--- src/rtl/dispmem_pkg.sv ---
// Package dispmem_pkg
// Shared constants and types for the display memory sequencer.
// Assumes a slot of three clocks; the first clock has enable high.
package dispmem_pkg;
    localparam int SLOT_LEN = 3;
    localparam int PH_W     = $clog2(SLOT_LEN);

    typedef enum logic [1:0] {
        OP_IDLE  = 2'd0,
        OP_READ  = 2'd1,
        OP_WRITE = 2'd2
    } mem_op_e;
endpackage

--- src/rtl/dms_slot_timer.sv ---
// Module dms_slot_timer
// Free-running phase counter that cuts time into fixed access slots.
// Assumes: reset parks the counter on the last phase, so the first clock
// after reset is a slot boundary.
module dms_slot_timer
    import dispmem_pkg::*;
(
    input  logic            clk,
    input  logic            rst_n,
    output logic [PH_W-1:0] phase,
    output logic            slot_end
);
    localparam logic [PH_W-1:0] LAST = PH_W'(SLOT_LEN - 1);

    // Advance the phase and wrap it at the end of each slot.
    always_ff @(posedge clk) begin
        if (!rst_n)          phase <= LAST;
        else if (phase == LAST) phase <= '0;
        else                 phase <= phase + 1'b1;
    end

    // Flag the last clock of a slot.
    always_comb slot_end = (phase == LAST);
endmodule

--- src/rtl/dms_wr_buffer.sv ---
// Module dms_wr_buffer
// Single-entry holding buffer for host writes.
// Assumes: push is only requested while empty; pop only while full.
module dms_wr_buffer #(
    parameter int AW = 16,
    parameter int DW = 8
) (
    input  logic          clk,
    input  logic          rst_n,
    input  logic          push,
    input  logic [AW-1:0] push_addr,
    input  logic [DW-1:0] push_data,
    input  logic          pop,
    output logic          full,
    output logic [AW-1:0] addr,
    output logic [DW-1:0] data
);
    // Track occupancy; reset drops any held entry.
    always_ff @(posedge clk) begin
        if (!rst_n)            full <= 1'b0;
        else if (push && !full) full <= 1'b1;
        else if (pop)          full <= 1'b0;
    end

    // Capture address and byte when the entry is filled.
    always_ff @(posedge clk) begin
        if (!rst_n) begin
            addr <= '0;
            data <= '0;
        end else if (push && !full) begin
            addr <= push_addr;
            data <= push_data;
        end
    end
endmodule

--- src/rtl/dms_arbiter.sv ---
// Module dms_arbiter
// Picks the operation for the next slot at each slot boundary.
// Assumes: refresh reads outrank host writes; the decision is combinational
// and takes effect on the clock edge that ends the slot.
module dms_arbiter
    import dispmem_pkg::*;
#(
    parameter int AW = 16
) (
    input  logic          slot_end,
    input  logic          fetch_req,
    input  logic [AW-1:0] fetch_addr,
    input  logic          buf_full,
    input  logic [AW-1:0] buf_addr,
    output mem_op_e       next_op,
    output logic [AW-1:0] next_addr,
    output logic          fetch_ack,
    output logic          buf_pop
);
    // Priority choice: fetch first, then the buffered write, else idle.
    always_comb begin
        next_op   = OP_IDLE;
        next_addr = buf_addr;
        fetch_ack = 1'b0;
        buf_pop   = 1'b0;
        if (slot_end) begin
            if (fetch_req) begin
                next_op   = OP_READ;
                next_addr = fetch_addr;
                fetch_ack = 1'b1;
            end else if (buf_full) begin
                next_op = OP_WRITE;
                buf_pop = 1'b1;
            end
        end
    end
endmodule

--- src/rtl/dms_bus_ctrl.sv ---
// Module dms_bus_ctrl
// Holds the current slot's operation and address. It shapes the RAM
// strobes, keeps the data byte and captures read data.
// Assumes: new_op/new_addr are valid only when slot_end is high; phase 0
// is the enable-high clock.
module dms_bus_ctrl
    import dispmem_pkg::*;
#(
    parameter int AW = 16,
    parameter int DW = 8
) (
    input  logic            clk,
    input  logic            rst_n,
    input  logic [PH_W-1:0] phase,
    input  logic            slot_end,
    input  mem_op_e         new_op,
    input  logic [AW-1:0]   new_addr,
    input  logic [DW-1:0]   wr_byte,
    input  logic [DW-1:0]   mem_dq_in,
    output logic [AW-1:0]   mem_addr,
    output logic            mem_ce_n,
    output logic            mem_rd_n,
    output logic            mem_wr_n,
    output logic [DW-1:0]   mem_dq_out,
    output logic            mem_dq_oe,
    output logic            rd_valid,
    output logic [DW-1:0]   rd_data
);
    mem_op_e       cur_op;
    logic          rd_tail;
    logic [DW-1:0] keep_q;

    // Load the operation and address for the coming slot.
    always_ff @(posedge clk) begin
        if (!rst_n) begin
            cur_op   <= OP_IDLE;
            mem_addr <= '0;
        end else if (slot_end) begin
            cur_op <= new_op;
            if (new_op != OP_IDLE) mem_addr <= new_addr;
        end
    end

    // Extend the read strobe one clock past the end of a read slot.
    always_ff @(posedge clk) begin
        if (!rst_n) rd_tail <= 1'b0;
        else        rd_tail <= slot_end && (cur_op == OP_READ);
    end

    // Capture read data at the end of a read slot and emit the valid pulse.
    always_ff @(posedge clk) begin
        if (!rst_n) begin
            rd_valid <= 1'b0;
            rd_data  <= '0;
        end else begin
            rd_valid <= slot_end && (cur_op == OP_READ);
            if (slot_end && (cur_op == OP_READ)) rd_data <= mem_dq_in;
        end
    end

    // Bus keeper: a new write byte, else a captured read byte, else hold.
    always_ff @(posedge clk) begin
        if (!rst_n) begin
            keep_q <= '0;
        end else if (slot_end) begin
            if (new_op == OP_WRITE)      keep_q <= wr_byte;
            else if (cur_op == OP_READ)  keep_q <= mem_dq_in;
        end
    end

    // Decode the strobes from the slot operation and phase.
    always_comb begin
        mem_ce_n   = !((cur_op != OP_IDLE) && (phase != '0));
        mem_rd_n   = !((cur_op == OP_READ) || rd_tail);
        mem_wr_n   = !(cur_op == OP_WRITE);
        mem_dq_oe  = (cur_op == OP_WRITE);
        mem_dq_out = keep_q;
    end
endmodule

--- src/rtl/dispmem_seq.sv ---
// Module dispmem_seq (top)
// Display memory access sequencer: it arbitrates refresh reads and buffered
// host writes into fixed three-clock RAM slots.
// Assumes: a single master clock; fetch_req is held until fetch_ack;
// fetch_ack is combinational from fetch_req within a slot's last clock.
module dispmem_seq
    import dispmem_pkg::*;
#(
    parameter int AW = 16,
    parameter int DW = 8
) (
    input  logic          clk,
    input  logic          rst_n,
    input  logic          fetch_req,
    input  logic [AW-1:0] fetch_addr,
    output logic          fetch_ack,
    output logic          rd_valid,
    output logic [DW-1:0] rd_data,
    input  logic          host_wr_req,
    input  logic [AW-1:0] host_wr_addr,
    input  logic [DW-1:0] host_wr_data,
    output logic          host_wr_ready,
    output logic [AW-1:0] mem_addr,
    output logic          mem_ce_n,
    output logic          mem_rd_n,
    output logic          mem_wr_n,
    output logic [DW-1:0] mem_dq_out,
    output logic          mem_dq_oe,
    input  logic [DW-1:0] mem_dq_in
);
    logic [PH_W-1:0] phase;
    logic            slot_end;
    logic            buf_full;
    logic            buf_pop;
    logic [AW-1:0]   buf_addr;
    logic [DW-1:0]   buf_data;
    mem_op_e         next_op;
    logic [AW-1:0]   next_addr;

    dms_slot_timer u_timer (
        .clk      (clk),
        .rst_n    (rst_n),
        .phase    (phase),
        .slot_end (slot_end)
    );

    dms_wr_buffer #(.AW(AW), .DW(DW)) u_wbuf (
        .clk       (clk),
        .rst_n     (rst_n),
        .push      (host_wr_req),
        .push_addr (host_wr_addr),
        .push_data (host_wr_data),
        .pop       (buf_pop),
        .full      (buf_full),
        .addr      (buf_addr),
        .data      (buf_data)
    );

    dms_arbiter #(.AW(AW)) u_arb (
        .slot_end   (slot_end),
        .fetch_req  (fetch_req),
        .fetch_addr (fetch_addr),
        .buf_full   (buf_full),
        .buf_addr   (buf_addr),
        .next_op    (next_op),
        .next_addr  (next_addr),
        .fetch_ack  (fetch_ack),
        .buf_pop    (buf_pop)
    );

    dms_bus_ctrl #(.AW(AW), .DW(DW)) u_bus (
        .clk        (clk),
        .rst_n      (rst_n),
        .phase      (phase),
        .slot_end   (slot_end),
        .new_op     (next_op),
        .new_addr   (next_addr),
        .wr_byte    (buf_data),
        .mem_dq_in  (mem_dq_in),
        .mem_addr   (mem_addr),
        .mem_ce_n   (mem_ce_n),
        .mem_rd_n   (mem_rd_n),
        .mem_wr_n   (mem_wr_n),
        .mem_dq_out (mem_dq_out),
        .mem_dq_oe  (mem_dq_oe),
        .rd_valid   (rd_valid),
        .rd_data    (rd_data)
    );

    // Buffer availability seen by the host.
    always_comb host_wr_ready = !buf_full;
endmodule

--- config.mk ---
export PLATFORM = sky130hd
export DESIGN_NAME = dispmem_seq
export DESIGN_NICKNAME = d
export VERILOG_FILES = /design/src/rtl/dispmem_pkg.sv /design/src/rtl/dms_slot_timer.sv /design/src/rtl/dms_wr_buffer.sv /design/src/rtl/dms_arbiter.sv /design/src/rtl/dms_bus_ctrl.sv /design/src/rtl/dispmem_seq.sv
export SDC_FILE = /design/constraint.sdc
export NUM_CORES = 1
export LEC_CHECK = 0
export ABC_AREA = 1
export BUFFER_PORTS_ARGS = -buffer_cell sky130_fd_sc_hd__buf_4
export CELL_PAD_IN_SITES_DETAIL_PLACEMENT = 0
export CELL_PAD_IN_SITES_GLOBAL_PLACEMENT = 1
export CORE_UTILIZATION = 30
export DETAILED_ROUTE_END_ITERATION = 16
export PLACE_DENSITY = 0.76
export SETUP_SLACK_MARGIN = 0.3
export SYNTH_ARGS = -nofsm -noshare
export SYNTH_HDL_FRONTEND = slang
export SYNTH_SLANG_ARGS = --single-unit
--- constraint.sdc ---
create_clock -name clk -period 1.8 [get_ports clk]
set_clock_uncertainty 0.05 [all_clocks]
set_input_delay 0 -clock clk [delete_from_list [all_inputs] [get_ports clk]]
set_output_delay 0 -clock clk [all_outputs]
set_load 0.05 [all_outputs]
==> flow_summary.toml <==
[setup_path]
crit_required_ns = 1.75
ff2ff_setup_slack_ns = 0.42
crit_fanout = 5
ff2ff_path_depth = 7
cp-end-kind = "primary output"
worstPathArrival_ns = 1.35
rr_endpoint = "u_bus.mem_addr[6]$_SDFFE_PN0P_"
critPathLaunchType = "flop"
crit_type = "reg -> out"
r2r-start = "u_timer.phase[0]$_SDFF_PP0_"

[min_path]
min-delay-start = "fetch_addr[9]"
hold_end = "u_bus.mem_addr[9]$_SDFFE_PN0P_"
hold_class = "in -> reg"
min_path_cells = 5

[logic_synthesis]
synth_area_leaders = "dfxtp_1, nand2_1, o21ai_0"
synth_area_leader_cell = "dfxtp_1"
ys_types = 25
synth_top_area_share = 0.481
ys_ff_latch = 62
synthesis.area_um2 = 2580
syn_area_per_cell_um2 = 7.48
syn_nets = 397
ys_seq_area_frac = 0.481
yosys_warnings = 0
synthCells = 345

[power_and_ir_drop]
ir_drop_mv = 0.389
cellPowerDensity_nw_per_um2 = 900
power.leakage_nw = 1.89

[floorplanning]
start_util = 0.313
core_area_um2 = 8260
pin_count = 91
die_w_um = 94.8
design.die.area_um2 = 8980
rows = 33
die_h_um = 94.8

[routing]
drcViolationCount = 0
drt_pre_antenna_iters = 4
drt_iter0_drc = 131
route.final.wire_length_mm = 7.44
drtAntennaViolNets = 0
wl_per_cell_um = 12.5
routed_via_density = 4.45
route.vias.total = 2654

[cts]
cts_root_buffer = "clkbuf_8"
clock_sinks = 62
htree_num_levels = 3
cts_buffer_depth = 2
clock_latency_ns = 0.33
path_clk_slew_ns = 0.07
cts_made_buffers = 9
cts_tree = "built"

[sta]
min_period_over_period = 0.778
final-setup-viol-count = 0
hold_slack_ns = 0.00825
grt_setup_unrepaired = "no"
hold_violations = 0
layout_min_cycle_time_ns = 1.40
fmax_ghz = 0.714
relSlewSlack = 0.658
maxSlewViolCount = 0
setup_tns_ns = 0
tightest_slew_ns = 0.510

[global_route]
antenna_found_initial = 0
grt_pass1_vias = 2556
grt_pass1_wl_mm = 11.8
grt_max_degree = 46
overflow = 0
grt_usage = 0.169

[finish]
diodes = 0
finalNetCount = 539
design_area_um2 = 4100
area_growth_pct = 58.7
drive_gt1_frac = 0.287
post-route-util = 0.496

[placement]
place.gp.congestion = 0.758
placed_cell_area_um2 = 3300
port_buffers = 90
place.detailed.hpwl_mm = 4.92

[run_status]
status = "finished clean"

[flow_run]
cap_violations = 0
what timing repair did:
action / 4_1_cts / 5_1_grt
resized for setup: 1 / 7
hold buffers: 48 / 0
endpoints found under the setup margin: 18 / 43
buffers inserted: 4 / 3
hold endpoints to repair: 50 / 0
pin swaps: 1 / 1
critical path, cell delays in order (launching register included):
cell,delay (ns)
dfxtp_2,0.37
inv_2,0.05
nor2_4,0.13
buf_4,0.15
nand2_8,0.06
inv_1,0.07
buf_4,0.19
final cells by class:
| type | count | area [um2] |
|---|---|---|
| clock buffer | 12 | 145 |
| clock inverter | 4 | 70.1 |
| fill | 838 | 4160 |
| inverter | 27 | 113 |
| multi-input combinational | 237 | 1120 |
| sequential | 62 | 1240 |
| tap | 105 | 131 |
| timing repair buffer | 150 | 1270 |
how the worst max path moves through the flow:
stage / to / depth (start not counted) / slack (ns) / startpoint
detailed placement: u_bus.mem_addr[9]$_SDFFE_PN0P_ / 8 / 0.28 / u_timer.phase[1]$_SDFF_PN1_
CTS: u_wbuf.addr[8]$_SDFFE_PN0P_ / 5 / 0.33 / u_wbuf.full$_SDFFE_PN0P_
global route: u_bus.mem_addr[15]$_SDFFE_PN0P_ / 8 / 0.32 / u_timer.phase[1]$_SDFF_PN1_
floorplan: u_bus.mem_dq_out[3]$_SDFFE_PN0P_ / 8 / 0.47 / u_wbuf.full$_SDFFE_PN0P_
global placement: u_bus.mem_addr[9]$_SDFFE_PN0P_ / 8 / 0.34 / u_timer.phase[1]$_SDFF_PN1_
finish: fetch_ack / 6 / 0.40 / u_timer.phase[1]$_SDFF_PN1_
registers in the layout, indices dropped and copies added (netlist names):
name	flops
u_bus.mem_dq_out	8
u_wbuf.full	1
u_wbuf.addr	16
u_bus.mem_addr	16
u_wbuf.data	8
u_bus.cur_op	2
u_timer.phase	2
u_bus.rd_valid	1
u_bus.rd_data	8
metrics by stage:
| stage | power, W | setup WS [ns] | instances |
|---|---|---|---|
| 3_3_place_gp | 0.00225 | 0.340 | 526 |
| 3_5_place_dp | 0.00225 | 0.275 | 526 |
| 2_1_floorplan | 0.00202 | 0.467 | 345 |
| 6_report | 0.00369 | 0.400 | 597 |
| 4_1_cts | 0.00369 | 0.333 | 594 |
| 5_1_grt | 0.00384 | 0.321 | 597 |
Yosys cell counts, drive strengths merged:
cell and instances:
nand4 3, o21ai 48, inv 25, nand2 77
dfxtp 62, clkbuf 10, a21oi 26, clkinv 2
buf 9, nand3 16, nor2 65, nor3 1
o22ai 1
layout by cell type, fill, tap and decap left out, drive strengths merged:
master,instances
a21oi,26
buf,102
bufinv,2
clkbuf,12
clkinv,3
clkinvlp,1
dfxtp,62
dlygate4sd3,48
inv,25
nand2,77
nand3,16
nand4,3
nor2,65
nor3,1
o21ai,48
o22ai,1
routing by layer:
metal | wire [um] | GRT usage | part of all wire
met1 | 3330 | 0.205 | 0.45
met2 | 3670 | 0.291 | 0.49
met3 | 316 | 0.0298 | 0.042
met4 | 126 | 0.0758 | 0.017
met5 | 0 | 0 | 0
power by group:
group | total [W] | switching [W] | internal (W)
logic | 0.000822 | 0.000483 | 0.000339
registers | 0.00153 | 0.0000539 | 0.00147
clock network | 0.00134 | 0.000524 | 0.000814
cell families (layout without fill, tap and decap cells):
logic type | Yosys count | in the layout | synth area share
compound gates | 75 | 75 | 0.146
buf+inv | 46 | 193 | 0.0926
flops | 62 | 62 | 0.481
simple gates | 162 | 162 | 0.281
No activity file was read; power rests on OpenSTA's default activity.
